--- src/rtl/iqa_pkg.sv ---
package iqa_pkg;
  typedef enum logic {
    MODE_WORD = 1'b0,
    MODE_BITS = 1'b1
  } iqa_mode_e;

  localparam int unsigned IQA_BUS_W  = 18;
  localparam int unsigned IQA_SER_W  = 16;
endpackage

--- src/rtl/iqa_word_pairer.sv ---
module iqa_word_pairer #(
  parameter int unsigned W = 18
) (
  input  logic         clk,
  input  logic         rst,
  input  logic         en,
  input  logic [W-1:0] din,
  output logic         pair_done,
  output logic [W-1:0] i_word,
  output logic [W-1:0] q_word
);
  logic         have_i;
  logic [W-1:0] i_hold;

  always_ff @(posedge clk) begin
    if (rst) begin
      have_i <= 1'b0;
      i_hold <= '0;
    end else if (!en) begin
      have_i <= 1'b0;
    end else begin
      have_i <= ~have_i;
      if (!have_i) i_hold <= din;
    end
  end

  assign pair_done = en && have_i;
  assign i_word    = i_hold;
  assign q_word    = din;

  // a completed pair always follows an enabled I-capture clock
  a_r2_pair_after_i: assert property (@(posedge clk) disable iff (rst)
    pair_done |-> $past(en));
  // a clock with enable low leaves no half pair behind
  a_r5_discard_partial: assert property (@(posedge clk) disable iff (rst)
    !en |=> !pair_done);
endmodule

--- src/rtl/iqa_bit_deser.sv ---
module iqa_bit_deser #(
  parameter int unsigned WORD_W = 16,
  parameter int unsigned OUT_W  = 18
) (
  input  logic             clk,
  input  logic             rst,
  input  logic             en,
  input  logic             lane_i,
  input  logic             lane_q,
  output logic             word_done,
  output logic [OUT_W-1:0] i_word,
  output logic [OUT_W-1:0] q_word
);
  localparam int unsigned CW  = $clog2(WORD_W);
  localparam int unsigned PAD = OUT_W - WORD_W;

  logic [CW-1:0]     bit_cnt;
  logic [WORD_W-2:0] sh_i;
  logic [WORD_W-2:0] sh_q;

  always_ff @(posedge clk) begin
    if (rst) begin
      bit_cnt <= '0;
      sh_i    <= '0;
      sh_q    <= '0;
    end else if (!en) begin
      bit_cnt <= '0;
    end else begin
      bit_cnt <= (bit_cnt == CW'(WORD_W - 1)) ? '0 : bit_cnt + 1'b1;
      sh_i    <= {sh_i[WORD_W-3:0], lane_i};
      sh_q    <= {sh_q[WORD_W-3:0], lane_q};
    end
  end

  assign word_done = en && (bit_cnt == CW'(WORD_W - 1));
  assign i_word    = {sh_i, lane_i, {PAD{1'b0}}};
  assign q_word    = {sh_q, lane_q, {PAD{1'b0}}};

  // a disabled clock always restarts the bit count
  a_r9_count_restart: assert property (@(posedge clk) disable iff (rst)
    !en |=> !word_done);
  // a finished word needs the previous clock to have been enabled
  a_r6_word_after_bits: assert property (@(posedge clk) disable iff (rst)
    word_done |-> $past(en));
endmodule

--- src/rtl/iq_input_assembler.sv ---
module iq_input_assembler #(
  parameter int unsigned BUS_W  = iqa_pkg::IQA_BUS_W,
  parameter int unsigned SER_W  = iqa_pkg::IQA_SER_W,
  parameter int unsigned I_PIN  = 0,
  parameter int unsigned Q_PIN  = 1
) (
  input  logic             clk,
  input  logic             rst,
  input  logic             tx_en,
  input  logic [BUS_W-1:0] bus_in,
  input  logic             mode_sel,
  output logic [BUS_W-1:0] out_i,
  output logic [BUS_W-1:0] out_q,
  output logic             out_valid
);
  import iqa_pkg::*;

  iqa_mode_e        mode_q;
  logic             word_en, bits_en;
  logic             w_done, b_done;
  logic [BUS_W-1:0] w_i, w_q, b_i, b_q;

  always_ff @(posedge clk) begin
    if (rst)         mode_q <= MODE_WORD;
    else if (!tx_en) mode_q <= iqa_mode_e'(mode_sel);
  end

  assign word_en = tx_en && (mode_q == MODE_WORD);
  assign bits_en = tx_en && (mode_q == MODE_BITS);

  iqa_word_pairer #(.W(BUS_W)) u_pair (
    .clk(clk), .rst(rst), .en(word_en), .din(bus_in),
    .pair_done(w_done), .i_word(w_i), .q_word(w_q)
  );

  iqa_bit_deser #(.WORD_W(SER_W), .OUT_W(BUS_W)) u_deser (
    .clk(clk), .rst(rst), .en(bits_en),
    .lane_i(bus_in[I_PIN]), .lane_q(bus_in[Q_PIN]),
    .word_done(b_done), .i_word(b_i), .q_word(b_q)
  );

  always_ff @(posedge clk) begin
    if (rst) begin
      out_valid <= 1'b0;
      out_i     <= '0;
      out_q     <= '0;
    end else begin
      out_valid <= w_done || b_done;
      if (w_done) begin
        out_i <= w_i;
        out_q <= w_q;
      end else if (b_done) begin
        out_i <= b_i;
        out_q <= b_q;
      end
    end
  end

  // strobe lasts a single clock
  a_r11_single_pulse: assert property (@(posedge clk) disable iff (rst)
    out_valid |=> !out_valid);
  // data held steady between strobes
  a_r11_hold: assert property (@(posedge clk) disable iff (rst)
    !out_valid |-> $stable(out_i) && $stable(out_q));
  // mode frozen while enable stays high
  a_r10_mode_frozen: assert property (@(posedge clk) disable iff (rst)
    $past(tx_en) |-> $stable(mode_q));
  // bitstream samples carry zero low bits
  a_r7_low_bits_zero: assert property (@(posedge clk) disable iff (rst)
    (out_valid && mode_q == MODE_BITS) |-> (out_i[1:0] == 2'b00 && out_q[1:0] == 2'b00));
endmodule

--- config.mk ---
export PLATFORM = sky130hd
export DESIGN_NAME = iq_input_assembler
export DESIGN_NICKNAME = d
export VERILOG_FILES = /design/src/rtl/iqa_pkg.sv /design/src/rtl/iqa_word_pairer.sv /design/src/rtl/iqa_bit_deser.sv /design/src/rtl/iq_input_assembler.sv
export SDC_FILE = /design/constraint.sdc
export NUM_CORES = 1
export LEC_CHECK = 0
export ABC_AREA = 1
export BUFFER_PORTS_ARGS = -buffer_cell sky130_fd_sc_hd__buf_2
export CORE_UTILIZATION = 35
export DETAILED_ROUTE_END_ITERATION = 10
export SYNTH_ARGS = -nofsm -noshare
export SYNTH_HDL_FRONTEND = slang
export SYNTH_SLANG_ARGS = --single-unit
--- constraint.sdc ---
create_clock -name clk -period 3.3 [get_ports clk]
set_clock_uncertainty 0.15 [all_clocks]
set_input_delay 0.165 -clock clk [delete_from_list [all_inputs] [get_ports clk]]
set_output_delay 0.165 -clock clk [all_outputs]
set_load 0.02 [all_outputs]
### Word-level counts from Yosys, hierarchy flattened

Index checks and enable logic that the tools add are counted.

| word-level totals | value |
|---|---|
| register bits | 91 |
| input bits | 22 |
| word-level logic and storage cells | 28 |

| operators by class | value |
|---|---|
| add/subtract/negate cells | 1 |
| eq/ne operators | 1 |
| muxes and demuxes | 4 |
| bitwise logic cells | 4 |
| reduce and logical (&&, ||, !) cells | 9 |

Operator list:

| cell | count |
|---|---|
| $mux W18 | 4 |
| $add A4 B1 Y4 const B | 1 |
| $eq A4 B4 Y1 const B | 1 |
| $logic_and A1 B1 Y1 | 4 |
| $not A1 Y1 | 4 |
| $reduce_or A3 Y1 | 1 |
| $reduce_and A2 Y1 | 1 |
| $reduce_bool A2 Y1 | 1 |
| $reduce_or A2 Y1 | 1 |
| $logic_or A1 B1 Y1 | 1 |

### Logic depth before layout (Yosys ltp)

Gate-level depths: netlist of run 1.

| depth | value |
|---|---|
| depth after elaboration | 4 |
| mapped depth | 8 |
| depth with buffers taken out | 7 |

### By module

A second synthesis of run 1 with hierarchy kept.

| unflattened totals | value |
|---|---|
| cells, all modules | 576 |
| area total of the unflattened synthesis | 4126.5 µm² |

By module, submodules not included:

| module | instances | cells each | area an instance (µm²) | sequential area each (µm²) |
|---|---|---|---|---|
| iq_input_assembler | 1 | 281 | 1840.5 | 760.7 |
| iqa_bit_deser | 1 | 156 | 1242.4 | 680.7 |
| iqa_word_pairer | 1 | 139 | 1043.5 | 380.4 |

### Worst setup path before layout of run 1

OpenSTA, ideal clock, no wires.

| path | value |
|---|---|
| kind | register to register |
| start | register u_deser.bit_cnt[0] |
| end | register out_i[10] |
| setup time | 0.113 ns |
| arrival | 1.132 ns |
| required time | 3.037 ns |
| setup slack | 1.905 ns |
| stages on the path, launching flop included | 8 |
| path buffers | 1 |
| path through | dfxtp_1 ha_1 nand3_1 nor2_1 nor2_4 buf_2 nor2_1 nor2_1 |

| between the ends | value |
|---|---|
| word-level cells in the longest chain between the ends | 3 |

RTL lines:

| element | line | text |
|---|---|---|
| from (decl) | iqa_bit_deser.sv:17 | `logic [CW-1:0] bit_cnt;` |
| from (signal assigned) | iqa_bit_deser.sv:29 | `bit_cnt <= (bit_cnt == CW'(WORD_W - 1)) ? '0 : bit_cnt + 1'b1;` |
| $eq A4 B4 Y1 | iqa_bit_deser.sv:35 | `assign word_done = en && (bit_cnt == CW'(WORD_W - 1));` |
| $logic_and A1 B1 Y1 | iqa_bit_deser.sv:35 |  |
| $reduce_bool A2 Y1 (no source line) | n/a |  |
| to (signal assigned) | iq_input_assembler.sv:50 | `out_i <= w_i;` |
| to (signal assigned) | iq_input_assembler.sv:53 | `out_i <= b_i;` |
| to (decl) | iq_input_assembler.sv:12 | `output logic [BUS_W-1:0] out_i,` |

Every way passes these cells.
A chain may end at the register's enable or synchronous reset.

### Final worst setup path of run 1

| path | value |
|---|---|
| start | register mode_q |
| end | register u_pair.i_hold[12] (netlist: u_pair.i_word[12]) |

| between the ends | value |
|---|---|
| word-level cells in the longest chain between the ends | 3 |

RTL lines:

| element | line | text |
|---|---|---|
| from (decl) | iq_input_assembler.sv:18 | `iqa_mode_e mode_q;` |
| from (signal assigned) | iq_input_assembler.sv:25 | `else if (!tx_en) mode_q <= iqa_mode_e'(mode_sel);` |
| $not A1 Y1 | iq_input_assembler.sv:28 | `assign word_en = tx_en && (mode_q == MODE_WORD);` |
| $logic_and A1 B1 Y1 | iq_input_assembler.sv:28 |  |
| $reduce_and A2 Y1 (no source line) | n/a |  |
| to (signal assigned) | iqa_word_pairer.sv:23 | `if (!have_i) i_hold <= din;` |
| to (decl) | iqa_word_pairer.sv:13 | `logic [W-1:0] i_hold;` |

Every way passes these cells.

==> results of run 1 <==
[metrics by stage]
stage,utilization [%],setup WS [ns],instance area (sq um),instances
after floorplan,-,1.905,3916,574
after global placement,38.96,1.279,4242,735
after detailed placement,38.96,1.237,4242,735
after CTS,42.50,1.229,4627,766
after global routing,42.50,0.9172,4627,766
final,42.50,1.219,4627,766
[cells in the final DEF (no fill, tap or decap), drive strengths merged]
master       count
nor2           132
nand2          104
dfxtp           91
buf             63
inv             56
o21ai           49
nand3           40
nand4           33
a21oi           24
dlygate4sd3     16
clkbuf          11
bufinv           2
clkinv           2
nor3b            1
nand3b           1
ha               1
[layout make-up]
type                            count  area (sq um)  share of cell area [%]
Clock buffer                       11         151.4                   3.272
Tap cell                          140         175.2                   3.786
Clock inverter                      4         73.82                   1.595
Timing Repair Buffer               79         488.0                   10.55
Inverter                           56         210.2                   4.543
Multi-Input combinational cell    385          1707                   36.88
Sequential cell                    91          1822                   39.37
[power groups by stage]
stage / logic, uW / clock network (uW) / registers (uW)
floorplan: 172 / 0 / 1230
global placement: 257 / 0 / 1220
detailed placement: 261 / 0 / 1220
CTS: 276 / 867 / 1190
global route: 315 / 909 / 1200
finish: 275 / 852 / 1190
[cell families (layout without fill, tap and decap cells)]
| logic type | count (synthesis) | count (layout) | share of synthesized area, % |
|---|---|---|---|
| simple gates | 311 | 311 | 33.93 |
| buf+inv | 98 | 150 | 9.904 |
| flops | 91 | 91 | 46.52 |
| compound gates | 73 | 73 | 9.329 |
| fa+ha+maj | 1 | 1 | 0.3194 |
[sequential cells by signal, indices dropped and copies added (netlist names)]
name	count
out_q	18
u_deser.sh_i	15
out_valid	1
u_deser.sh_q	15
u_pair.have_i	1
u_deser.bit_cnt	4
out_i	18
mode_q	1
u_pair.i_word	18
[worst max-delay path: cells and delay by family, from the launching register on]
kind,cells,cell delay [ns]
simple gates,1,0.62
flops,1,0.33
compound gates,2,0.43
buf+inv,1,0.42
[layer usage]
| metal | track usage (%) | wire, microns | up-vias |
|---|---|---|---|
| met5 | 0 | 0 | - |
| met2 | 27.88 | 4479 | 67 |
| li1 | - | - | 1914 |
| met4 | 6.164 | 95 | 0 |
| met3 | 2.542 | 355 | 8 |
| met1 | 25.45 | 4966 | 1638 |
[what timing repair did]
action	CTS	global route
endpoints found under the setup margin	0	0
hold endpoints to repair	21	0
hold buffers	16	0
[worst min-delay path by stage]
stage,endpoint,startpoint,cells past startpoint,slack [ns]
detailed placement,out_i[1],rst,2,0.28
floorplan,out_q[0],bus_in[0],2,0.16
global route,u_pair.i_word[11],bus_in[11],3,0.05
global placement,u_pair.i_word[1],u_pair.i_word[1],2,0.28
finish,u_pair.i_word[11],bus_in[11],3,0.01
CTS,u_pair.i_word[11],bus_in[11],3,0.006
==> metrics.md, run 1 <==
| Metric | Value |
|---|---|
| Int Power | `about 1700 uW` |
| Tcrit/Tclk final | `a little over three fifths` |
| Worst slew margin relative to its limit | `49.18%` |
| Max incr delay on CP | `0.62 ns` |
| Die W | `~110 microns` |
| Initial cell density of the core | `35.97%` |
| Worst EP arrival | `~2.2 ns` |
| Fin Hold WS | `0.01219 ns` |
| Post-Syn Area per Cell | `6.823 sq um` |
| Synth cell types | `19` |
| TritonCTS clock tree | `done` |
| Cell Area, Synth | `around 3900 sq um` |
| Final Setup Violations | `0` |
| CTS buffer count | `9` |
| Worst skew pair latency | `between 0.3 and 0.4 ns` |
| GRT overflow | `0` |
| DP HPWL | `6.270 mm` |
| Final Hold Fails | `0` |
| Crit end category | `flip-flop` |
| Resize count post-CTS | `0` |
| RSZ-0062 raised after global routing | `no` |
| Reg2Reg Depth | `4` |
| Routed WL | `9.896 mm` |
| # H-tree levels | `3` |
| Synth cell count leaders | `131 x nor2_1, 102 x nand2_1, 91 x dfxtp_1` |
| Critical Path RT | `3.37 ns` |
| Syn Nets | `597` |
| Max-slew violations | `0` |
| Crit path max fanout | `37` |
| Post-synth EDFFs | `0` |
| Layout cells sized above 1 | `13.90%` |
| First-pass GRT wire length | `16.50 mm` |
| DRT antenna net count | `0` |
| Boundary pin count | `59` |
| Power Density | `501.4 nW/um^2` |
| Top FF cell, synth | `dfxtp_1` |
| Sequential Power Share | `between 50 and 60%` |
| Routed via count | `approximately 3.6k` |
| Setup Buffers After CTS | `0` |
| PnR Total Power | `2320 uW` |
| Cell Rows | `38` |
| Total clock sinks | `91` |
| Synth warnings | `0` |
| Critical path origin | `mode_q` |
| VDD IR max | `0.2818 mV` |
| Mapped Cells | `574` |
| Worst hold path type | `in -> reg` |
| Sequential cell area fraction in the yosys report | `46.52%` |
| Pin count of the biggest net entering global routing | `slightly below 70` |
| Share of the synthesized area in the top cell type | `46.52%` |
| Top-count cell post-synth | `nor2_1` |
| Synth async-reset ratio | `0%` |
| LEAKAGE | `between 0.002 and 0.0025 uW` |
| Drt drc | `0` |
| Worst-Margin Slew | `0.7604 ns` |
| Clock power share | `36.7%` |
| # fillers | `1,155` |
| Combinational Power Share | `11.9%` |
| Area grow syn2layout | `18.15%` |
| Vias in the first global route | `around 3.3k` |
| Initial antenna violation count | `0` |
| Clk slew on worst S/H paths | `roughly 0.080 ns` |
| Overall routing resource usage | `18.01%` |
| Setup CP Type | `reg -> reg` |
| Synth Register Bits | `91` |
| Initial DRC Count | `around 190` |
| Worst R2R Setup Slack | `between 1 and 1.5 ns` |
| TNS Setup | `0 ns` |
| Die area | `11,620 sq um` |
| Crit path time final | `2.081 ns` |
| Reg2reg end | `u_pair.i_word[12]` |
| Core area | `10,890 sq um` |
| Crit start category | `flip-flop` |
| Highest Clock Rate | `480.5 MHz` |
| DR pass1 iterations | `4` |
| Area leader, netlist | `dfxtp_1` |
| IO buf count | `58` |
| FF-to-FF Start | `mode_q` |
| Sw Pwr | `around 600 uW` |
| Die Y-Extent | `107.8 microns` |
| Net Sw Frac | `25.85%` |
| Clock Tree Root | `clkbuf_8` |
| Slowest CP cell | `nand3b_2` |
| Placer congestion estimate | `0.7738` |
| Max cap viols | `0` |
| Status | `finished clean` |
| Worst setup endpoint | `u_pair.i_word[12]` |
| Antenna cells | `0` |
| # nets final | `645` |
| Critical path, cell by cell | `inv_2 > nand3b_2 > o21ai_0 > a21oi_1` |
| Via density | `4.735` |
| Routed wire length per instance | `12.92 microns` |
| Main area contributors after synthesis | `dfxtp_1 47%, nor2_1 13%, nand2_1 9.8%, o21ai_0 6.3%, nand4_1 5.3%` |
| Bufs on Longest Clock Path | `2` |
No activity file was read; power rests on OpenSTA's default activity.
==> inputs of run 2 (changes only) <==
==> constraint.sdc (replaced) <==
create_clock -name clk -period 2.1 [get_ports clk]
set_clock_uncertainty 0.15 [all_clocks]
set_input_delay 0.105 -clock clk [delete_from_list [all_inputs] [get_ports clk]]
set_output_delay 0.105 -clock clk [all_outputs]
set_load 0.02 [all_outputs]
==> run 2 against run 1 <==
Effect of this change: global-route usage up 0.87 points; die area is the same; routed wire length up 2.3%; non-clock buffer count rose by 14; sequential power rose by 57%; flip-flop and latch count is the same; largest cell class unchanged.
==> metrics.md, run 2 (same netlist as run 1, synthesis figures left out) <==
| Metric | Value |
|---|---|
| Worst EP arrival | `1.85 ns (-0.30 ns)` |
| # H-tree levels | `3 (unchanged)` |
| IO buf count | `58 (unchanged)` |
| Clock Tree Root | `clkbuf_8` |
| First-pass GRT wire length | `17.17 mm (+4.0%)` |
| Status | `finished clean` |
| Routed via count | `3,789 (+4.5%)` |
| Worst skew pair latency | `0.36 ns (about the same)` |
| Worst-Margin Slew | `0.3830 ns (-0.3774 ns)` |
| # nets final | `659 (+2.2%)` |
| Max cap viols | `0 (unchanged)` |
| Sw Pwr | `955.1 uW (+59%)` |
| Crit path time final | `1.721 ns (-0.3602 ns)` |
| Clock power share | `38.1% (+1.4 points)` |
| Worst hold path type | `in -> reg` |
| Worst Slack Setup Final | `0.3789 ns (-0.8398 ns)` |
| Dpl ws | `0.3841 ns (-0.8532 ns)` |
| VDD IR max | `0.4242 mV (+51%)` |
| Final Setup Violations | `0 (unchanged)` |
| DP HPWL | `6.822 mm (+8.8%)` |
| Overall routing resource usage | `18.88% (+0.87 points)` |
| Net Sw Frac | `25.31% (-0.55 points)` |
| Final Hold Fails | `0 (unchanged)` |
| Placer congestion estimate | `0.7697 (-0.53%)` |
| Bufs on Longest Clock Path | `2 (unchanged)` |
| DR pass1 iterations | `4 (unchanged)` |
| Worst slew margin relative to its limit | `74.47% (+25 points)` |
| Core area | `10,890 sq um (unchanged)` |
| Clk slew on worst S/H paths | `0.09 ns (about the same)` |
| CTS buffer count | `9 (unchanged)` |
| RSZ-0062 raised after global routing | `no` |
| GRT overflow | `0 (unchanged)` |
| Routed WL | `10.12 mm (+2.3%)` |
| Placed cell count | `745 (+1.4%)` |
| Max-slew violations | `0 (unchanged)` |
| LEAKAGE | `0.002334 uW (+3.2%)` |
| Sequential Power Share | `49.6% (-1.8 points)` |
| Combinational Power Share | `12.3% (+0.4 points)` |
| Initial DRC Count | `184 (-2.1%)` |
| Routed wire length per instance | `12.96 microns (+0.33%)` |
| Total clock sinks | `91 (unchanged)` |
| TNS Setup | `0 ns (unchanged)` |
| Drt drc | `0 (unchanged)` |
| Layout cells sized above 1 | `14.98% (+1.1 points)` |
| Int Power | `2819 uW (+64%)` |
| Most frequent cells in the layout | `131 x nor2_1, 102 x nand2_1, 91 x dfxtp_1` |
| Most common cell after layout, fill and taps aside | `nor2_1` |
| Vias in the first global route | `3,559 (+6.8%)` |
| Cell Rows | `38 (unchanged)` |
| Tcrit/Tclk final | `81.96% (+19 points)` |
| Initial antenna violation count | `0 (unchanged)` |
| Area grow syn2layout | `22.17%` |
| # fillers | `1,166 (+0.95%)` |
| Die area | `11,620 sq um (unchanged)` |
| Boundary pin count | `59 (unchanged)` |
| Resize count post-CTS | `0 (unchanged)` |
| Setup CP Type | `reg -> reg` |
| Crit start category | `flip-flop` |
| Highest Clock Rate | `581.0 MHz (+21%)` |
| Initial cell density of the core | `35.97% (unchanged)` |
| Layout Cells excl Fill | `781 (+2.0%)` |
| TritonCTS clock tree | `done` |
| Critical Path RT | `2.23 ns (-1.14 ns)` |
| Die W | `107.8 microns (unchanged)` |
| Register area | `1822 sq um (unchanged)` |
| Crit end category | `flip-flop` |
| Die Y-Extent | `107.8 microns (unchanged)` |
| Area occupied by multi-input gates | `1707 sq um (unchanged)` |
| Via density | `4.851 (+2.5%)` |
| Antenna cells | `0 (unchanged)` |
| DRT antenna net count | `0 (unchanged)` |
| Crit path max fanout | `26 (-30%)` |
| Pin count of the biggest net entering global routing | `44 (-36%)` |
| Power Density | `788.8 nW/um^2 (+57%)` |
[run 2: cell types whose count changed in the layout (fill, tap and decap cells not counted)]
cell,change
buf_4,+8
dlygate4sd3_1,+4
buf_12,+2
clkbuf_1,+2
bufinv_16,+1
clkbuf_8,-1
clkinv_2,-1
clkinv_4,-1
clkinvlp_4,+1
[run 2: stage by stage]
step                      power [uW]  hold WS (ns)  utilization [%]  instance area (sq um)
after floorplan                 2205        0.1024                -                   3916
after global placement          2340        0.2209            39.88                   4342
after detailed placement        2348        0.2234            39.88                   4342
after CTS                       3816       0.05614            43.94                   4785
after global routing            3949        0.1124            43.94                   4785
final                           3774       0.07669            43.94                   4785
[run 2: final timing paths]
kind / cells past startpoint / startpoint / to / slack (ns)
worst max-delay path: 7 / u_deser.bit_cnt[0] / out_i[0] / 0.38
worst min-delay path: 5 / tx_en / out_i[1] / 0.08
worst max register to register: 7 / u_deser.bit_cnt[0] / out_i[0] / 0.38
worst min register to register: 2 / u_pair.i_word[6] / u_pair.i_word[6] / 0.30
[run 2: power by group through the flow]
| stage | registers (uW) | clock network, uW | logic [uW] |
|---|---|---|---|
| 4_1_cts | 1870 | 1480 | 466 |
| 5_1_grt | 1890 | 1540 | 527 |
| 2_1_floorplan | 1930 | 0 | 270 |
| 6_report | 1870 | 1440 | 463 |
| 3_3_place_gp | 1910 | 0 | 430 |
| 3_5_place_dp | 1910 | 0 | 436 |
[run 2: critical path, cell delays in order, from the launching register on]
cell,delay [ns]
dfxtp_1,0.34
ha_1,0.23
nand2_1,0.09
nor2_1,0.05
nand2_2,0.17
buf_4,0.34
nand3_1,0.11
a21oi_1,0.17
[run 2: cell type report]
type	instances	area share, %
clock inverter	4	2.040
sequential	91	38.08
tap	140	3.661
timing repair buffer	93	13.13
inverter	56	4.393
clock buffer	12	3.033
multi-input combinational	385	35.67
[run 2: routing by layer]
| layer | track usage (%) | vias to the layer above | share of wire, % |
|---|---|---|---|
| li1 | - | 1940 | - |
| met4 | 3.816 | 0 | 0.59 |
| met1 | 24.45 | 1748 | 47 |
| met3 | 4.358 | 5 | 5.3 |
| met5 | 0 | - | 0 |
| met2 | 31.91 | 96 | 47 |
[run 2: repair_timing]
action / CTS / global route
hold buffers: 20 / 0
endpoints found under the hold margin: 29 / 0
buffers inserted: 0 / 0
==> inputs of run 3 (changes only) <==
--- a/config.mk
+++ b/config.mk
@@ -5,7 +5,7 @@
 export SDC_FILE = /design/constraint.sdc
 export NUM_CORES = 1
 export LEC_CHECK = 0
-export ABC_AREA = 1
+export ABC_AREA = 0
 export BUFFER_PORTS_ARGS = -buffer_cell sky130_fd_sc_hd__buf_2
 export CORE_UTILIZATION = 35
 export DETAILED_ROUTE_END_ITERATION = 10
==> constraint.sdc (replaced) <==
create_clock -name clk -period 1.7 [get_ports clk]
set_clock_uncertainty 0.15 [all_clocks]
set_input_delay 0.085 -clock clk [delete_from_list [all_inputs] [get_ports clk]]
set_output_delay 0.085 -clock clk [all_outputs]
set_load 0.02 [all_outputs]
==> run 3 against run 2 <==
Effect of this change: routed wire length shrank 11%; non-clock buffer count grew 2; count of clock-buffer cells in the layout increased by 1; via count shrank 19%; flip-flop and latch count stayed put; register-to-register slack worse by 0.31 ns; total power is 7.3% higher; area after synthesis decreased by 7.5%; synthesized cell count down 30%; sequential power up 20%; worst setup slack worse by 0.31 ns; critical path type unchanged.
==> metrics.md, run 3 <==
| Metric | Value |
|---|---|
| Status | `finished clean` |
| Critical Path RT | `1.77 ns (-0.46 ns)` |
| Top FF cell, synth | `dfxtp_1` |
| Sequential Power Share | `55.3% (+5.7 points)` |
| Highest Clock Rate | `614.7 MHz (+5.8%)` |
| Placer congestion estimate | `0.7838 (+1.8%)` |
| Initial DRC Count | `140 (-24%)` |
| Final Setup Violations | `0 (unchanged)` |
| Crit end category | `flip-flop` |
| Boundary pin count | `59 (unchanged)` |
| Post-Synth Adder-Cell Area | `0.3454% (+0.026 points)` |
| DP HPWL | `6.036 mm (-12%)` |
| Worst slew margin relative to its limit | `70.72% (-3.7 points)` |
| VDD IR max | `0.3831 mV (-9.7%)` |
| Largest family of logic cells by synthesized area | `compound AO/OA/AOI/OAI gates` |
| Layout Cells excl Fill | `611 (-22%)` |
| Clock power share | `34.3% (-3.8 points)` |
| Routed wire length per instance | `14.81 microns (+14%)` |
| Area leader, netlist | `dfxtp_1` |
| GRT overflow | `0 (unchanged)` |
| Tcrit/Tclk final | `95.69% (+14 points)` |
| Synth Area in Compound Gates | `17.31% (+8.0 points)` |
| Worst EP arrival | `1.70 ns (-0.15 ns)` |
| Syn Nets | `426 (-29%)` |
| Crit start category | `flip-flop` |
| Synth cell types | `30 (+11)` |
| Die W | `103.7 microns (-3.8%)` |
| Core area | `9910 sq um (-9.0%)` |
| Mapped Cells | `403 (-30%)` |
| DRT antenna net count | `0 (unchanged)` |
| Net Sw Frac | `25.35% (+0.046 points)` |
| Synth cell count leaders | `102 x nand2_1, 91 x dfxtp_1, 54 x a21oi_1` |
| IO buf count | `58 (unchanged)` |
| Initial cell density of the core | `36.55% (+0.58 points)` |
| Most frequent cells in the layout | `102 x nand2_1, 91 x dfxtp_1, 58 x buf_2` |
| Worst hold path type | `in -> reg` |
| DR pass1 iterations | `5 (+1)` |
| Top-count cell post-synth | `nand2_1` |
| Cell Area, Synth | `3622 sq um (-7.5%)` |
| # H-tree levels | `3 (unchanged)` |
| Main area contributors after synthesis | `dfxtp_1 50%, nand2_1 11%, mux2i_1 8.8%, a21oi_1 7.5%, a221oi_1 6.3%` |
| Routed WL | `9.049 mm (-11%)` |
| Die area | `10,760 sq um (-7.4%)` |
| First-pass GRT wire length | `15.06 mm (-12%)` |
| # nets final | `496 (-25%)` |
| LEAKAGE | `0.001819 uW (-22%)` |
| Crit path time final | `1.627 ns (-0.09430 ns)` |
| Final Hold Fails | `0 (unchanged)` |
| Xor/xnor share of the synthesized area | `0.4836% (+0.48 points)` |
| Vias in the first global route | `2,936 (-18%)` |
| Multiplexer area fraction after synthesis | `8.843% (+8.8 points)` |
| Worst skew pair latency | `0.36 ns (about the same)` |
| Drt drc | `0 (unchanged)` |
| Share of the synthesized area in the top cell type | `50.29% (+3.8 points)` |
| Cell Rows | `36 (-5.3%)` |
| Synth Register Bits | `91 (unchanged)` |
| Layout cells sized above 1 | `20.50% (+5.5 points)` |
| TritonCTS clock tree | `done` |
| Post-Syn Area per Cell | `8.988 sq um (+32%)` |
| CTS buffer count | `9 (unchanged)` |
| Routed via count | `3,057 (-19%)` |
| Setup CP Type | `reg -> reg` |
| Worst-Margin Slew | `0.4392 ns (+0.05622 ns)` |
| Post-synth EDFFs | `0 (unchanged)` |
| Power Density | `916.6 nW/um^2 (+16%)` |
| Synth async-reset ratio | `0% (unchanged)` |
| Most common cell after layout, fill and taps aside | `nand2_1` |
| Die Y-Extent | `103.7 microns (-3.8%)` |
| Sw Pwr | `1026 uW (+7.5%)` |
| Max cap viols | `0 (unchanged)` |
| Pin count of the biggest net entering global routing | `69 (+57%)` |
| Crit path max fanout | `12 (-54%)` |
| Initial antenna violation count | `0 (unchanged)` |
| Clock Tree Root | `clkbuf_8` |
| Max-slew violations | `0 (unchanged)` |
| Bufs on Longest Clock Path | `2 (unchanged)` |
| Antenna cells | `0 (unchanged)` |
| Int Power | `3022 uW (+7.2%)` |
| Clk slew on worst S/H paths | `0.09 ns (about the same)` |
| Core Util, Final | `44.57% (+0.63 points)` |
| PnR Total Power | `4048 uW (+7.3%)` |
| Combinational Power Share | `10.4% (-1.9 points)` |
| Sequential cell area fraction in the yosys report | `50.29% (+3.8 points)` |
| RSZ-0062 raised after global routing | `yes` |
| Total clock sinks | `91 (unchanged)` |
| Via density | `5.003 (+3.1%)` |
| Synth Area in Simple Gates | `16.44% (-17 points)` |
| Placed cell count | `574 (-23%)` |
| Synth warnings | `0 (unchanged)` |
| Area grow syn2layout | `21.93%` |
| Overall routing resource usage | `17.79% (-1.1 points)` |
==> run 3: path summary, 6_finish.rpt <==
path / depth (start not counted) / start / slack, ns / end
worst max-delay path: 4 / mode_q / 0.07 / out_i[3]
worst min-delay path: 3 / tx_en / 0.1 / mode_q
worst max register to register: 4 / mode_q / 0.07 / out_i[3]
worst min register to register: 1 / u_deser.bit_cnt[0] / 0.30 / u_deser.bit_cnt[0]
==> run 3: critical path, stage by stage (launching register included) <==
cell and delay [ns]:
dfxtp_1 0.41, nand3b_1 0.23, buf_4 0.29, mux2i_1 0.29, a221oi_1 0.12
==> run 3: logic make-up after synthesis <==
| family | after synthesis |
|---|---|
| AND/OR/NAND/NOR | 149 |
| AO/OA/AOI/OAI | 91 |
| flip-flops | 91 |
| buffers and inverters | 37 |
| multiplexers | 32 |
| XOR/XNOR | 2 |
| adder cells (fa/ha/maj) | 1 |
==> run 3: routing by layer <==
layer / share of wire [%] / wire [microns] / track usage, % / vias to the layer above
met5: 0 / 0 / 0 / -
met4: 1.5 / 140 / 6.633 / 0
met3: 4.3 / 386 / 4.028 / 12
met2: 47 / 4217 / 28.57 / 67
met1: 48 / 4305 / 23.31 / 1447
li1: - / - / - / 1531
==> run 3: area by class of cell <==
class | count | area (sq um)
inverter | 1 | 3.754
tap | 133 | 166.4
multi-input combinational | 275 | 1573
clock buffer | 13 | 168.9
sequential | 91 | 1822
fill | 1005 | 5493
timing repair buffer | 95 | 661.9
clock inverter | 3 | 21.27
==> run 3: power by group through the flow <==
stage	clock [uW]	sequential [uW]	combinational (uW)
after CTS	1440	2240	423
after global routing	1530	2250	465
final	1390	2240	422
after floorplan	0	2320	220
after detailed placement	0	2290	386
after global placement	0	2290	383
==> run 3: through the flow <==
stage | TNS [ns] | instance area [sq um] | worst slack, ns | hold slack [ns]
4_1_cts | 0 | 4413 | 0.07973 | 0.08108
2_1_floorplan | 0 | 3622 | 0.2188 | 0.07096
6_report | 0 | 4417 | 0.07319 | 0.09901
3_5_place_dp | 0 | 4013 | 0.1044 | 0.2095
3_3_place_gp | 0 | 4013 | 0.1484 | 0.2074
5_1_grt | -0.3455 | 4417 | -0.06332 | 0.1670
==> run 3: what timing repair did <==
| action | CTS | global route |
|---|---|---|
| buffers inserted | 0 | 0 |
| gates resized for setup | 0 | 1 |
| hold endpoints to repair | 38 | 0 |
| setup endpoints to repair | 0 | 20 |
| hold buffers | 21 | 0 |
